<file path="src/rtl/dbuf_uart_tx_pkg.sv">
package dbuf_uart_tx_pkg;
  typedef enum logic [2:0] {
    ST_IDLE  = 3'd0,
    ST_START = 3'd1,
    ST_DATA  = 3'd2,
    ST_PAR   = 3'd3,
    ST_STOP  = 3'd4
  } tx_state_e;
endpackage

</file>
<file path="src/rtl/dbuf_tx_regs.sv">
module dbuf_tx_regs #(
  parameter int DATA_W = 8
) (
  input  logic              clk_i,
  input  logic              rst_ni,
  input  logic              wr_i,
  input  logic [DATA_W-1:0] wdata_i,
  input  logic              load_i,
  input  logic              end_i,
  output logic [DATA_W-1:0] data_o,
  output logic              empty_o,
  output logic              done_o
);
  logic [DATA_W-1:0] data_q;
  logic              empty_q, done_q;

  // a write wins over a same-cycle load or end event
  always_ff @(posedge clk_i or negedge rst_ni) begin
    if (!rst_ni) begin
      data_q  <= '0;
      empty_q <= 1'b1;
      done_q  <= 1'b1;
    end else if (wr_i) begin
      data_q  <= wdata_i;
      empty_q <= 1'b0;
      done_q  <= 1'b0;
    end else begin
      if (load_i) empty_q <= 1'b1;
      if (end_i)  done_q  <= 1'b1;
    end
  end

  assign data_o  = data_q;
  assign empty_o = empty_q;
  assign done_o  = done_q;
endmodule

</file>
<file path="src/rtl/dbuf_tx_bitclk.sv">
module dbuf_tx_bitclk #(
  parameter int TICKS_PER_BIT = 16
) (
  input  logic clk_i,
  input  logic rst_ni,
  input  logic run_i,
  input  logic tick_i,
  output logic bit_end_o
);
  localparam int CNT_W = (TICKS_PER_BIT > 1) ? $clog2(TICKS_PER_BIT) : 1;
  localparam logic [CNT_W-1:0] LAST = CNT_W'(TICKS_PER_BIT - 1);

  logic [CNT_W-1:0] cnt_q;

  always_ff @(posedge clk_i or negedge rst_ni) begin
    if (!rst_ni)            cnt_q <= '0;
    else if (!run_i)        cnt_q <= '0;
    else if (tick_i) begin
      if (cnt_q == LAST)    cnt_q <= '0;
      else                  cnt_q <= cnt_q + 1'b1;
    end
  end

  assign bit_end_o = run_i && tick_i && (cnt_q == LAST);
endmodule

</file>
<file path="src/rtl/dbuf_tx_frame.sv">
module dbuf_tx_frame
  import dbuf_uart_tx_pkg::*;
#(
  parameter int DATA_W = 8
) (
  input  logic              clk_i,
  input  logic              rst_ni,
  input  logic              tx_en_i,
  input  logic              par_en_i,
  input  logic              par_odd_i,
  input  logic              bit_end_i,
  input  logic              empty_i,
  input  logic [DATA_W-1:0] data_i,
  output logic              run_o,
  output logic              load_o,
  output logic              end_o,
  output logic              txd_o
);
  localparam int IDX_W = (DATA_W > 1) ? $clog2(DATA_W) : 1;
  localparam logic [IDX_W-1:0] LAST_IDX = IDX_W'(DATA_W - 1);

  tx_state_e         state_q;
  logic [DATA_W-1:0] shreg_q;
  logic [IDX_W-1:0]  idx_q;
  logic              par_bit_q, par_en_q;
  logic              line;

  assign load_o = tx_en_i && !empty_i &&
                  ((state_q == ST_IDLE) || (state_q == ST_STOP && bit_end_i));
  assign end_o  = tx_en_i && (state_q == ST_STOP) && bit_end_i && empty_i;
  assign run_o  = tx_en_i && (state_q != ST_IDLE);

  always_ff @(posedge clk_i or negedge rst_ni) begin
    if (!rst_ni) begin
      state_q   <= ST_IDLE;
      shreg_q   <= '0;
      idx_q     <= '0;
      par_bit_q <= 1'b0;
      par_en_q  <= 1'b0;
    end else if (!tx_en_i) begin
      state_q <= ST_IDLE;
    end else if (load_o) begin
      state_q   <= ST_START;
      shreg_q   <= data_i;
      par_bit_q <= (^data_i) ^ par_odd_i;
      par_en_q  <= par_en_i;
    end else if (bit_end_i) begin
      unique case (state_q)
        ST_START: begin
          state_q <= ST_DATA;
          idx_q   <= '0;
        end
        ST_DATA: begin
          shreg_q <= shreg_q >> 1;
          if (idx_q == LAST_IDX) state_q <= par_en_q ? ST_PAR : ST_STOP;
          else                   idx_q   <= idx_q + 1'b1;
        end
        ST_PAR:  state_q <= ST_STOP;
        ST_STOP: state_q <= ST_IDLE;
        default: state_q <= ST_IDLE;
      endcase
    end
  end

  always_comb begin
    unique case (state_q)
      ST_START: line = 1'b0;
      ST_DATA:  line = shreg_q[0];
      ST_PAR:   line = par_bit_q;
      default:  line = 1'b1;
    endcase
  end

  assign txd_o = !tx_en_i || line;
endmodule

</file>
<file path="src/rtl/dbuf_uart_tx.sv">
module dbuf_uart_tx #(
  parameter int DATA_W        = 8,
  parameter int TICKS_PER_BIT = 16
) (
  input  logic              clk_i,
  input  logic              rst_ni,
  input  logic              tx_en_i,
  input  logic              par_en_i,
  input  logic              par_odd_i,
  input  logic              irq_empty_en_i,
  input  logic              irq_done_en_i,
  input  logic              wr_i,
  input  logic [DATA_W-1:0] wdata_i,
  input  logic              baud_tick_i,
  output logic              txd_o,
  output logic              empty_o,
  output logic              done_o,
  output logic              irq_empty_o,
  output logic              irq_done_o
);
  logic [DATA_W-1:0] hold_data;
  logic              load, frame_end, run, bit_end;

  dbuf_tx_regs #(.DATA_W(DATA_W)) u_regs (
    .clk_i   (clk_i),
    .rst_ni  (rst_ni),
    .wr_i    (wr_i),
    .wdata_i (wdata_i),
    .load_i  (load),
    .end_i   (frame_end),
    .data_o  (hold_data),
    .empty_o (empty_o),
    .done_o  (done_o)
  );

  dbuf_tx_bitclk #(.TICKS_PER_BIT(TICKS_PER_BIT)) u_bitclk (
    .clk_i     (clk_i),
    .rst_ni    (rst_ni),
    .run_i     (run),
    .tick_i    (baud_tick_i),
    .bit_end_o (bit_end)
  );

  dbuf_tx_frame #(.DATA_W(DATA_W)) u_frame (
    .clk_i     (clk_i),
    .rst_ni    (rst_ni),
    .tx_en_i   (tx_en_i),
    .par_en_i  (par_en_i),
    .par_odd_i (par_odd_i),
    .bit_end_i (bit_end),
    .empty_i   (empty_o),
    .data_i    (hold_data),
    .run_o     (run),
    .load_o    (load),
    .end_o     (frame_end),
    .txd_o     (txd_o)
  );

  assign irq_empty_o = empty_o && irq_empty_en_i;
  assign irq_done_o  = done_o && irq_done_en_i;
endmodule

</file>
<file path="config.mk">
export PLATFORM = sky130hd
export DESIGN_NAME = dbuf_uart_tx
export DESIGN_NICKNAME = d
export VERILOG_FILES = /design/src/rtl/dbuf_uart_tx_pkg.sv /design/src/rtl/dbuf_tx_regs.sv /design/src/rtl/dbuf_tx_bitclk.sv /design/src/rtl/dbuf_tx_frame.sv /design/src/rtl/dbuf_uart_tx.sv
export SDC_FILE = /design/constraint.sdc
export NUM_CORES = 1
export LEC_CHECK = 0
export ABC_AREA = 1
export BUFFER_PORTS_ARGS = -buffer_cell sky130_fd_sc_hd__buf_2
export CORE_UTILIZATION = 35
export CTS_BUF_LIST = sky130_fd_sc_hd__clkbuf_8
export DETAILED_ROUTE_END_ITERATION = 7
export PLACE_DENSITY = 0.55
export RECOVER_POWER = 50
export SETUP_SLACK_MARGIN = 0.05
export SLEW_MARGIN = 30
export SYNTH_ARGS = -nofsm -noshare
export SYNTH_HDL_FRONTEND = slang
export SYNTH_HIERARCHICAL = 1
export SYNTH_SLANG_ARGS = --single-unit
</file>
<file path="constraint.sdc">
create_clock -name clk_i -period 2.4 [get_ports clk_i]
set_input_delay 0.48 -clock clk_i [delete_from_list [all_inputs] [get_ports clk_i]]
set_output_delay 0.48 -clock clk_i [all_outputs]
set_load 0.05 [all_outputs]
</file>
# Yosys cells after proc, flatten, opt, wreduce, memory -nomap -nowiden
# Cells that the tools add are included.
[totals] regBits=30 input_bits=17 out_inout_bits=5 wordCells=69
[classes] addsub=2 eq_ne=10 mux=19 bitwise_logic=2 n_reduce_logical=27
[op_table] operator="$mux W8" n=3
[op_table] operator="$mux W3" n=6
[op_table] operator="$mux W4" n=3
[op_table] operator="$logic_and A1 B1 Y1" n=11
[op_table] operator="$reduce_bool A2 Y1" n=5
[op_table] operator="$pmux W3 S3" n=1
[op_table] operator="$reduce_xor A8 Y1" n=1
[op_table] operator="$eq A3 B2 Y1 const B" n=2
[op_table] operator="$eq A3 B3 Y1 const B" n=2
[op_table] operator="$pmux W3 S2" n=1
[op_table] operator="$reduce_and A5 Y1" n=1
[op_table] operator="$add A4 B1 Y4 const B" n=1
[op_table] operator="$eq A4 B4 Y1 const B" n=1
[op_table] operator="$mux W1" n=4
[op_table] operator="$ne A2 B2 Y1 const B" n=2
[op_table] operator="$ne A4 B3 Y1 const B" n=1
[op_table] operator="$reduce_and A2 Y1" n=2
[op_table] operator="$add A3 B1 Y3 const B" n=1
[op_table] operator="$eq A3 B1 Y1 const B" n=1
[op_table] operator="$logic_not A3 Y1" n=1
[op_table] operator="$ne A3 B1 Y1 const B" n=1
[op_table] operator="$pmux W1 S3" n=1
[op_table] operator="$reduce_and A3 Y1" n=1
[op_table] operator="$reduce_bool A3 Y1" n=1
[op_table] operator="other kinds (4)" n=6

# Logic depth before layout (Yosys ltp)
# Gate-level depths: netlist of run 1.
[logic_depth] ltp_word=9 depth_mapped=11 depth_no_buf=11

# By module
# Netlist of run 1, hierarchy kept.
[by_module_without_submodules] module="dbuf_tx_frame" n_inst=1 cells_per_inst=127 area_each_um2=950.9 seq_area_each_um2=400.4
[by_module_without_submodules] module="dbuf_tx_regs" n_inst=1 cells_per_inst=40 area_each_um2=369.1 seq_area_each_um2=252.7
[by_module_without_submodules] module="dbuf_tx_bitclk" n_inst=1 cells_per_inst=29 area_each_um2=215.2 seq_area_each_um2=100.1
[by_module_without_submodules] module="dbuf_uart_tx" n_inst=1 cells_per_inst=4 area_each_um2=15.0 seq_area_each_um2=0.0

# Worst setup path before layout of run 1
# Ideal clock, no wire load.
[synth_path] kind="reg2out" startpoint="register u_frame.state_q[2]" endpoint="output txd_o" t_arrival_ns=1.414 t_required_ns=1.920 path_slack_ns=0.506 path_stages_with_launch=4 n_path_buf=0 cell_sequence="dfrtp_1 > inv_2 > nand3_1 > o211ai_1"
[synth_between] elab_chain_len=3 elab_cells_between_ends=5 classes_between="eq/ne: 3; mux: 1; reduce/logical: 1"
[synth_lines] element="start: declaration" line_no="dbuf_tx_frame.sv:22" source="tx_state_e state_q;"
[synth_lines] element="start signal: assignment" line_no="dbuf_tx_frame.sv:55" source="if (idx_q == LAST_IDX) state_q <= par_en_q ? ST_PAR : ST_STOP;"
[synth_lines] element="$eq A3 B2 Y1 / $eq A3 B1 Y1 (equally long branches)" line_no="dbuf_tx_frame.sv:66" source="unique case (state_q)"
[synth_lines] element="$pmux W1 S3 (*)" line_no="dbuf_tx_frame.sv:66"
[synth_lines] element="$logic_or A1 B1 Y1 (*)" line_no="dbuf_tx_frame.sv:74" source="assign txd_o = !tx_en_i || line;"
[synth_lines] element="end: declaration" line_no="dbuf_uart_tx.sv:15" source="output logic txd_o,"
# Every way passes the cells marked *; elsewhere a longest branch is shown, timed or not.

# Final worst setup path of run 1
[layout_path] startpoint="register u_frame.state_q[2]" endpoint="register u_frame.shreg_q[2]"
[layout_between] elab_chain_len=9 elab_cells_between_ends=14 classes_between="eq/ne: 2; mux: 1; reduce/logical: 11"
[layout_lines] element="$reduce_bool A3 Y1 (*)" line_no="dbuf_tx_frame.sv:31" source="assign run_o = tx_en_i && (state_q != ST_IDLE);"
[layout_lines] element="$logic_and A1 B1 Y1 (*)" line_no="dbuf_tx_frame.sv:31"
[layout_lines] element="named net run" line_no="dbuf_uart_tx.sv:22" source="logic load, frame_end, run, bit_end;"
[layout_lines] element="$logic_and A1 B1 Y1 (*) (2 in series)" line_no="dbuf_tx_bitclk.sv:24" source="assign bit_end_o = run_i && tick_i && (cnt_q == LAST);"
[layout_lines] element="named net bit_end" line_no="dbuf_uart_tx.sv:22"
[layout_lines] element="$logic_and A1 B1 Y1" line_no="dbuf_tx_frame.sv:29" source="((state_q == ST_IDLE) || (state_q == ST_STOP && bit_end_i));"
[layout_lines] element="$logic_or A1 B1 Y1" line_no="dbuf_tx_frame.sv:29"
[layout_lines] element="$logic_and A1 B1 Y1" line_no="dbuf_tx_frame.sv:28" source="assign load_o = tx_en_i && !empty_i &&"
[layout_lines] element="$reduce_bool A2 Y1 (no source line)"
[layout_lines] element="$reduce_and A3 Y1 (no source line)"
[layout_lines] element="end signal: assignment" line_no="dbuf_tx_frame.sv:44" source="shreg_q <= data_i;"
[layout_lines] element="end signal: assignment" line_no="dbuf_tx_frame.sv:54" source="shreg_q <= shreg_q >> 1;"
[layout_lines] element="end: declaration" line_no="dbuf_tx_frame.sv:23" source="logic [DATA_W-1:0] shreg_q;"
# Mark *: on every way through the listed nets, which the timed path passes. The rest lies on a longest branch.
# A chain may end at the register's enable or synchronous reset.

==> flow_metrics.tcl, run 1 <==
set metrics [dict create \
    hold_end "u_regs/data_o[2]$_DFFE_PN0P_" \
    clk_pin_slew_worst_paths_ps 60 \
    drc_errors 0 \
    timing.rr.end "u_frame/shreg_q[2]$_DFFE_PN0P_" \
    ant_nets 0 \
    grt_max_degree 31 \
    ctsResizeCount 0 \
    worst_setup_path_start_kind "register" \
    clkPwrFrac_pct 26.6 \
    antennaDiodeCount 0 \
    synth_edf_count 0 \
    wl_um 2991 \
    cts_hold_buffers 0 \
    clockBufferDepth 2 \
    crit_fanout 5 \
    die-area_mm2 0.004699 \
    hold_class "input port to register" \
    synth_fa_ha_area_share_pct 2.421 \
    drt_first_iter_violations 61 \
    gp_congestion 0.8052 \
    cap_violations 1 \
    grt_pass1_vias 1193 \
    viasPerCell 4.619 \
    synth-seq-cells 30 \
    synth_top_family_by_area "simple AND/OR/NAND/NOR gates" \
    post_dp_cell_area_mm2 0.001713 \
    max-slew-margin-rel_pct -7.354 \
    synth-simple-area-share_pct 29.62 \
    violations "capacitance limit, slew limit" \
    fmax_mhz 512.0 \
    internal-power_w 0.0009964 \
    setup_tns_ps 0 \
    ir_worst_vdd_mv 0.4732 \
    seqPwrFrac_pct 45.9 \
    dp_hpwl_um 2223 \
    wl_per_cell_um 10.76 \
    final_max_slew_viol_count 31 \
    cts_tree "yes" \
    avgSynthCellArea_um2 7.751 \
    area_growth_pct 16.22 \
    synth-compound-area-share_pct 9.685 \
    synth_top_area_share_pct 45.20 \
    cp_data_required_time_ps 2540 \
    ys.flop_type "dfrtp_1" \
    synth_commonest_cells "nand2_1, dfrtp_1, inv_1" \
    ios 22 \
    cts_sinks 30 \
    netlist_area_mm2 0.001550 \
    worst_ep_arrival_time_ps 2090 \
    power_switching_share_pct 35.35 \
    dp_slack_ps 301.4 \
    fin_ws_ps 446.9 \
    rr_worst_depth 11 \
    min_path_cells 3 \
    synth_area_leaders "dfrtp_1, nand2_1, inv_1, nand3_1, dfstp_2" \
    syn-instance-count 200 \
    combPwrFrac_pct 27.4 \
    holdWs_ps 399.3 \
    row_count 23 \
    ys_types 25 \
    antenna_found_initial 0 \
    nets 247 \
    initial_core_util_pct 37.67 \
    cellPowerDensity_mw_per_mm2 855.4 \
    path_class "register to register" \
    yosysMostFrequentCell "nand2_1" \
    rsz0062_at_grt "false" \
    synth_mux_area_share_pct 0 \
    yosys.area.top_type "dfrtp_1" \
    yosys_warnings 6 \
    postLayoutCoreUtil_pct 43.78 \
    die_y_um 68.55 \
    cts_root_buf "clkbuf_8" \
    worstMarginPinSlew_ps 1610 \
    setup_violations 0 \
    numCtsBuffers 5 \
    die_w_um 68.55 \
    final_area_mm2 0.001802 \
    vias 1284 \
    grt_usage_pct 16.11 \
    drive_above_1_share_pct 16.67 \
    core_area_mm2 0.004115 \
    worstHoldStart "wdata_i[2]" \
    period_minus_slack_ps 1953 \
    clock_latency_ps 280 \
    io_buffers 21 \
    fillCellCount 426 \
    gr-total-overflow 0 \
    p_switching_w 0.0005447 \
    ys_seq_area_share_pct 48.59 \
    hold_violations 0 \
    end_kind "register" \
    synthArstFlopShare_pct 100.0 \
    regToRegSetupSlack_ps 450 \
    grt_first_pass_wirelength_um 5250 \
    synth_xor_area_share_pct 1.695 \
    regToRegStartpoint "u_frame/state_q[2]$_DFFE_PN0P_" \
    htreeDepth 2 \
    syn-num-nets 220 \
    finalClockSkew_ps 3.973 \
    min_period_over_period_pct 81.38 \
    drt_first_pass_iters 4 \
    status "complete, but fails checks" \
    post_cts_buffers 0 \
    leakage_nw 0.9729 \
]
## how the worst max path moves through the flow
stage | slack [ps] | endpoint | from
floorplan | 510 | txd_o | u_frame/state_q[2]$_DFFE_PN0P_
global route | 250 | u_frame/shreg_q[4]$_DFFE_PN0P_ | u_frame/state_q[2]$_DFFE_PN0P_
CTS | 420 | u_frame/shreg_q[2]$_DFFE_PN0P_ | u_frame/state_q[2]$_DFFE_PN0P_
global placement | 360 | u_frame/shreg_q[2]$_DFFE_PN0P_ | tx_en_i
finish | 450 | u_frame/shreg_q[2]$_DFFE_PN0P_ | u_frame/state_q[2]$_DFFE_PN0P_
detailed placement | 300 | u_frame/shreg_q[2]$_DFFE_PN0P_ | tx_en_i
## metrics by stage
stage               instances  total power [W]
floorplan                 200         0.001026
global placement          270         0.001141
detailed placement        270         0.001146
CTS                       278         0.001573
global route              278         0.001672
finish                    278         0.001541
## cell families after synthesis
| kind of cell | after synthesis |
|---|---|
| adder cells (fa/ha/maj) | 3 |
| AO/OA/AOI/OAI | 21 |
| buffers and inverters | 31 |
| AND/OR/NAND/NOR | 112 |
| XOR/XNOR | 3 |
| flip-flops | 30 |
## sequential cells by signal (all words and copies together), names as in the netlist
name               count
u_frame/shreg_q        8
u_regs/data_o          8
u_bitclk/cnt_q         4
u_frame/idx_q          3
u_frame/state_q        3
u_frame/par_bit_q      1
u_frame/par_en_q       1
u_regs/done_o          1
u_regs/empty_o         1
## worst max-delay path, cell delays in order, from the launching register on
cell,delay [ps]
dfrtp_1,430
inv_2,100
a21oi_1,190
nand2_1,110
nor2_1,310
nand2_1,120
nor2_1,160
inv_1,100
nand2_4,100
inv_2,60
nand2_1,50
o221ai_1,90
## cell usage in the layout (no fill, tap or decap)
cell type,instances
nor2_2,2
a211o_2,1
nand2_4,1
dfrtp_1,28
o211ai_1,3
o21ai_1,7
clkbuf_8,6
dfstp_2,2
o21ai_0,2
buf_2,19
xnor2_1,3
inv_4,1
nand4_1,3
o211ai_4,1
clkinv_2,1
nor2_1,10
a21oi_1,1
nand2_1,81
a22oi_1,3
inv_1,26
o221ai_1,2
nor3_1,1
clkbuf_1,2
a31oi_1,1
buf_4,1
nand3_1,14
inv_2,3
ha_1,3
## final cells by class
type / count / area [um2] / area share (%)
Sequential cell: 30 / 753.2 / 41.81
Clock buffer: 6 / 82.58 / 4.583
Timing Repair Buffer: 22 / 110.1 / 6.111
Inverter: 29 / 111.4 / 6.181
Multi-Input combinational cell: 139 / 673.1 / 37.36
Clock inverter: 2 / 8.758 / 0.4861
Tap cell: 50 / 62.56 / 3.472
## power by group through the flow
stage	sequential, W	clock (W)	combinational, W
2_1_floorplan	0.000710	0	0.000316
6_report	0.000708	0.000411	0.000423
3_3_place_gp	0.000718	0	0.000423
4_1_cts	0.000708	0.000434	0.000430
5_1_grt	0.000725	0.000460	0.000487
3_5_place_dp	0.000716	0	0.000430
## routing by layer
layer | up-vias | global-route usage, % | part of all wire, %
met1 | 564 | 18.99 | 49
met2 | 30 | 26.10 | 47
met5 | - | 0 | 0
met3 | 2 | 6.414 | 3.6
li1 | 688 | - | -
met4 | 0 | 6.250 | 0.87
Power figures use the tool's default switching activity.
==> run 2: changes to the inputs <==
ABC_AREA = 0   (was 1)
clock period = 1.8 ns   (was 2.4 ns; I/O delays follow)
==> run 2 against run 1 <==
Compared with the run above:
- the run still ends with capacitance limit, slew limit left
- clock power is 20% higher
- clock skew is 8.2 ps higher
- fmax grew 10%
- combinational power is 4% higher
- synthesized area is 0.40% lower
- via count shrank 14%
- non-clock buffer count rose by 14
- first-iteration DRC count is 4.9% higher
- flip-flop and latch count did not move
==> flow_metrics.tcl, run 2 <==
set metrics [dict create \
    status "complete, but fails checks" \
    violations "capacitance limit, slew limit" \
    grt_pass1_vias 1023 \
    drive_above_1_share_pct 45.18 \
    drt_first_pass_iters 4 \
    crit_fanout 8 \
    io_buffers 21 \
    synth_top_area_share_pct 45.38 \
    leakage_nw 0.9536 \
    die_y_um 68.42 \
    final_cells 216 \
    hold_violations 0 \
    path_class "register to register" \
    initial_core_util_pct 37.52 \
    cp_data_required_time_ps 1960 \
    synth_edf_count 0 \
    final_max_slew_viol_count 31 \
    die_w_um 68.42 \
    synth-seq-cells 30 \
    numCtsBuffers 5 \
    placedCellCount 202 \
    grt_first_pass_wirelength_um 4961 \
    yosys.area.top_type "dfrtp_1" \
    setup_violations 0 \
    max-slew-margin-rel_pct -5.660 \
    min_period_over_period_pct 98.38 \
    worstMarginPinSlew_ps 1585 \
    ys_types 39 \
    synthArstFlopShare_pct 100.0 \
    ys.flop_type "dfrtp_1" \
    yosysMostFrequentCell "dfrtp_1" \
    ios 22 \
    cellPowerDensity_mw_per_mm2 917.2 \
    clock_latency_ps 280 \
    clk_pin_slew_worst_paths_ps 70 \
    viasPerCell 5.111 \
    wl_um 3024 \
    final_area_mm2 0.001961 \
    yosys_warnings 6 \
    row_count 23 \
    antenna_found_initial 0 \
    clockBufferDepth 2 \
    die-area_mm2 0.004681 \
    syn-num-nets 146 \
    end_kind "register" \
    synth_commonest_cells "dfrtp_1, a21o_1, a22o_2, mux2_4, nand2_1" \
    synth_area_leaders "dfrtp_1, mux2_4, a22o_2, a21o_1, dfstp_2" \
    post_dp_cell_area_mm2 0.001779 \
    antennaDiodeCount 0 \
    syn-instance-count 126 \
    ir_worst_vdd_mv 0.4502 \
    holdWs_ps 308.3 \
    worst_setup_path_start_kind "register" \
    gr-total-overflow 0 \
    wl_per_cell_um 14.00 \
    cts_hold_buffers 0 \
    ys_seq_area_share_pct 48.78 \
    setup_tns_ps 0 \
    drt_first_iter_violations 64 \
    hold_class "input port to register" \
    cts_sinks 30 \
    grt_usage_pct 15.06 \
    final_cell_mix "dfrtp_1, buf_2, buf_4" \
    vias 1104 \
    drc_errors 0 \
    power_w 0.001798 \
    dp_hpwl_um 2226 \
    fmax_mhz 564.7 \
    ant_nets 0 \
    cts_root_buf "clkbuf_8" \
    gp_congestion 0.8281 \
    avgSynthCellArea_um2 12.25 \
    netlist_area_mm2 0.001544 \
    nets 185 \
    area_growth_pct 26.99 \
    htreeDepth 2 \
    period_minus_slack_ps 1771 \
    cts_tree "yes" \
    cap_violations 1 \
    grt_max_degree 31 \
    rsz0062_at_grt "true" \
    worst_ep_arrival_time_ps 1930 \
    layout_commonest_cell "dfrtp_1" \
    finalClockSkew_ps 12.16 \
    core_area_mm2 0.004115 \
]
[run 2: cell types whose count changed after synthesis, sizes merged, moves of 5 or more]
cell	delta
inv	-27
a22o	+13
o21ai	-5
nand2	-73
a21o	+8
nand3	-12
nor2	-9
mux2	+11
[run 2: final timing paths]
| kind | from | to | slack, ps | cells past startpoint |
|---|---|---|---|---|
| max reg2reg | u_frame/state_q[0]$_DFFE_PN0P_ | u_frame/shreg_q[7]$_DFFE_PN0P_ | 30 | 5 |
| max in group asynchronous | rst_ni | u_frame/par_en_q$_DFFE_PN0P_ | 400 | 1 |
| max | u_frame/state_q[0]$_DFFE_PN0P_ | u_frame/shreg_q[7]$_DFFE_PN0P_ | 30 | 5 |
| min reg2reg | u_frame/shreg_q[4]$_DFFE_PN0P_ | u_frame/shreg_q[4]$_DFFE_PN0P_ | 480 | 1 |
| min | wdata_i[1] | u_regs/data_o[1]$_DFFE_PN0P_ | 310 | 2 |
| min in group asynchronous | rst_ni | u_frame/state_q[0]$_DFFE_PN0P_ | 470 | 1 |
[run 2: kinds of logic after synthesis]
kind of cell,count (synthesis),synth area share (%)
xor gates and xnor gates,8,5.429
DFF,30,48.78
buffers and inverters,6,2.431
adders and majority gates,3,2.431
and+or+nand+nor,32,11.83
muxes,12,10.62
AOI/OAI and AO/OA,35,18.48
[run 2: critical path: stages, from the launching register on]
cell,delay (ps)
dfrtp_1,420
or4b_1,580
a21oi_4,210
nor2_1,70
buf_4,160
a22o_2,210
[run 2: cell type report]
cell class	instances	area [um2]
clock buffers	5	68.82
flip-flops and latches	30	753.2
well taps	50	62.56
repair buffers	36	237.7
multi-input cells	90	819.5
fillers	410	2155
inverters	2	7.507
clock inverters	3	11.26
[run 2: report_power, final]
part | switching [W] | leakage (nW) | internal (W)
Sequential | 0.0000804 | 0.374 | 0.000787
Clock | 0.000235 | 0.0519 | 0.000257
Combinational | 0.000180 | 0.527 | 0.000260
[run 2: layer usage]
metal / part of all wire (%) / vias up / routed length, um / global-route usage, %
met1: 48 / 545 / 1451 / 19.85
met2: 48 / 18 / 1437 / 22.43
met4: 0.56 / 0 / 17 / 4.688
met3: 3.9 / 2 / 118 / 6.000
li1: - / 539 / - / -
met5: 0 / - / 0 / 0
[run 2: timing repair]
item,CTS,global route
resized for setup,6,7
setup endpoints to repair,3,14
pin swaps,2,2
setup buffers,2,4
[run 2: stage by stage]
| step | util [%] | setup slack, ps |
|---|---|---|
| floorplan | - | 46.23 |
| global placement | 43.24 | 58.71 |
| detailed placement | 43.24 | 22.49 |
| CTS | 46.06 | 10.72 |
| global route | 47.64 | -44.95 |
| finish | 47.64 | 29.19 |
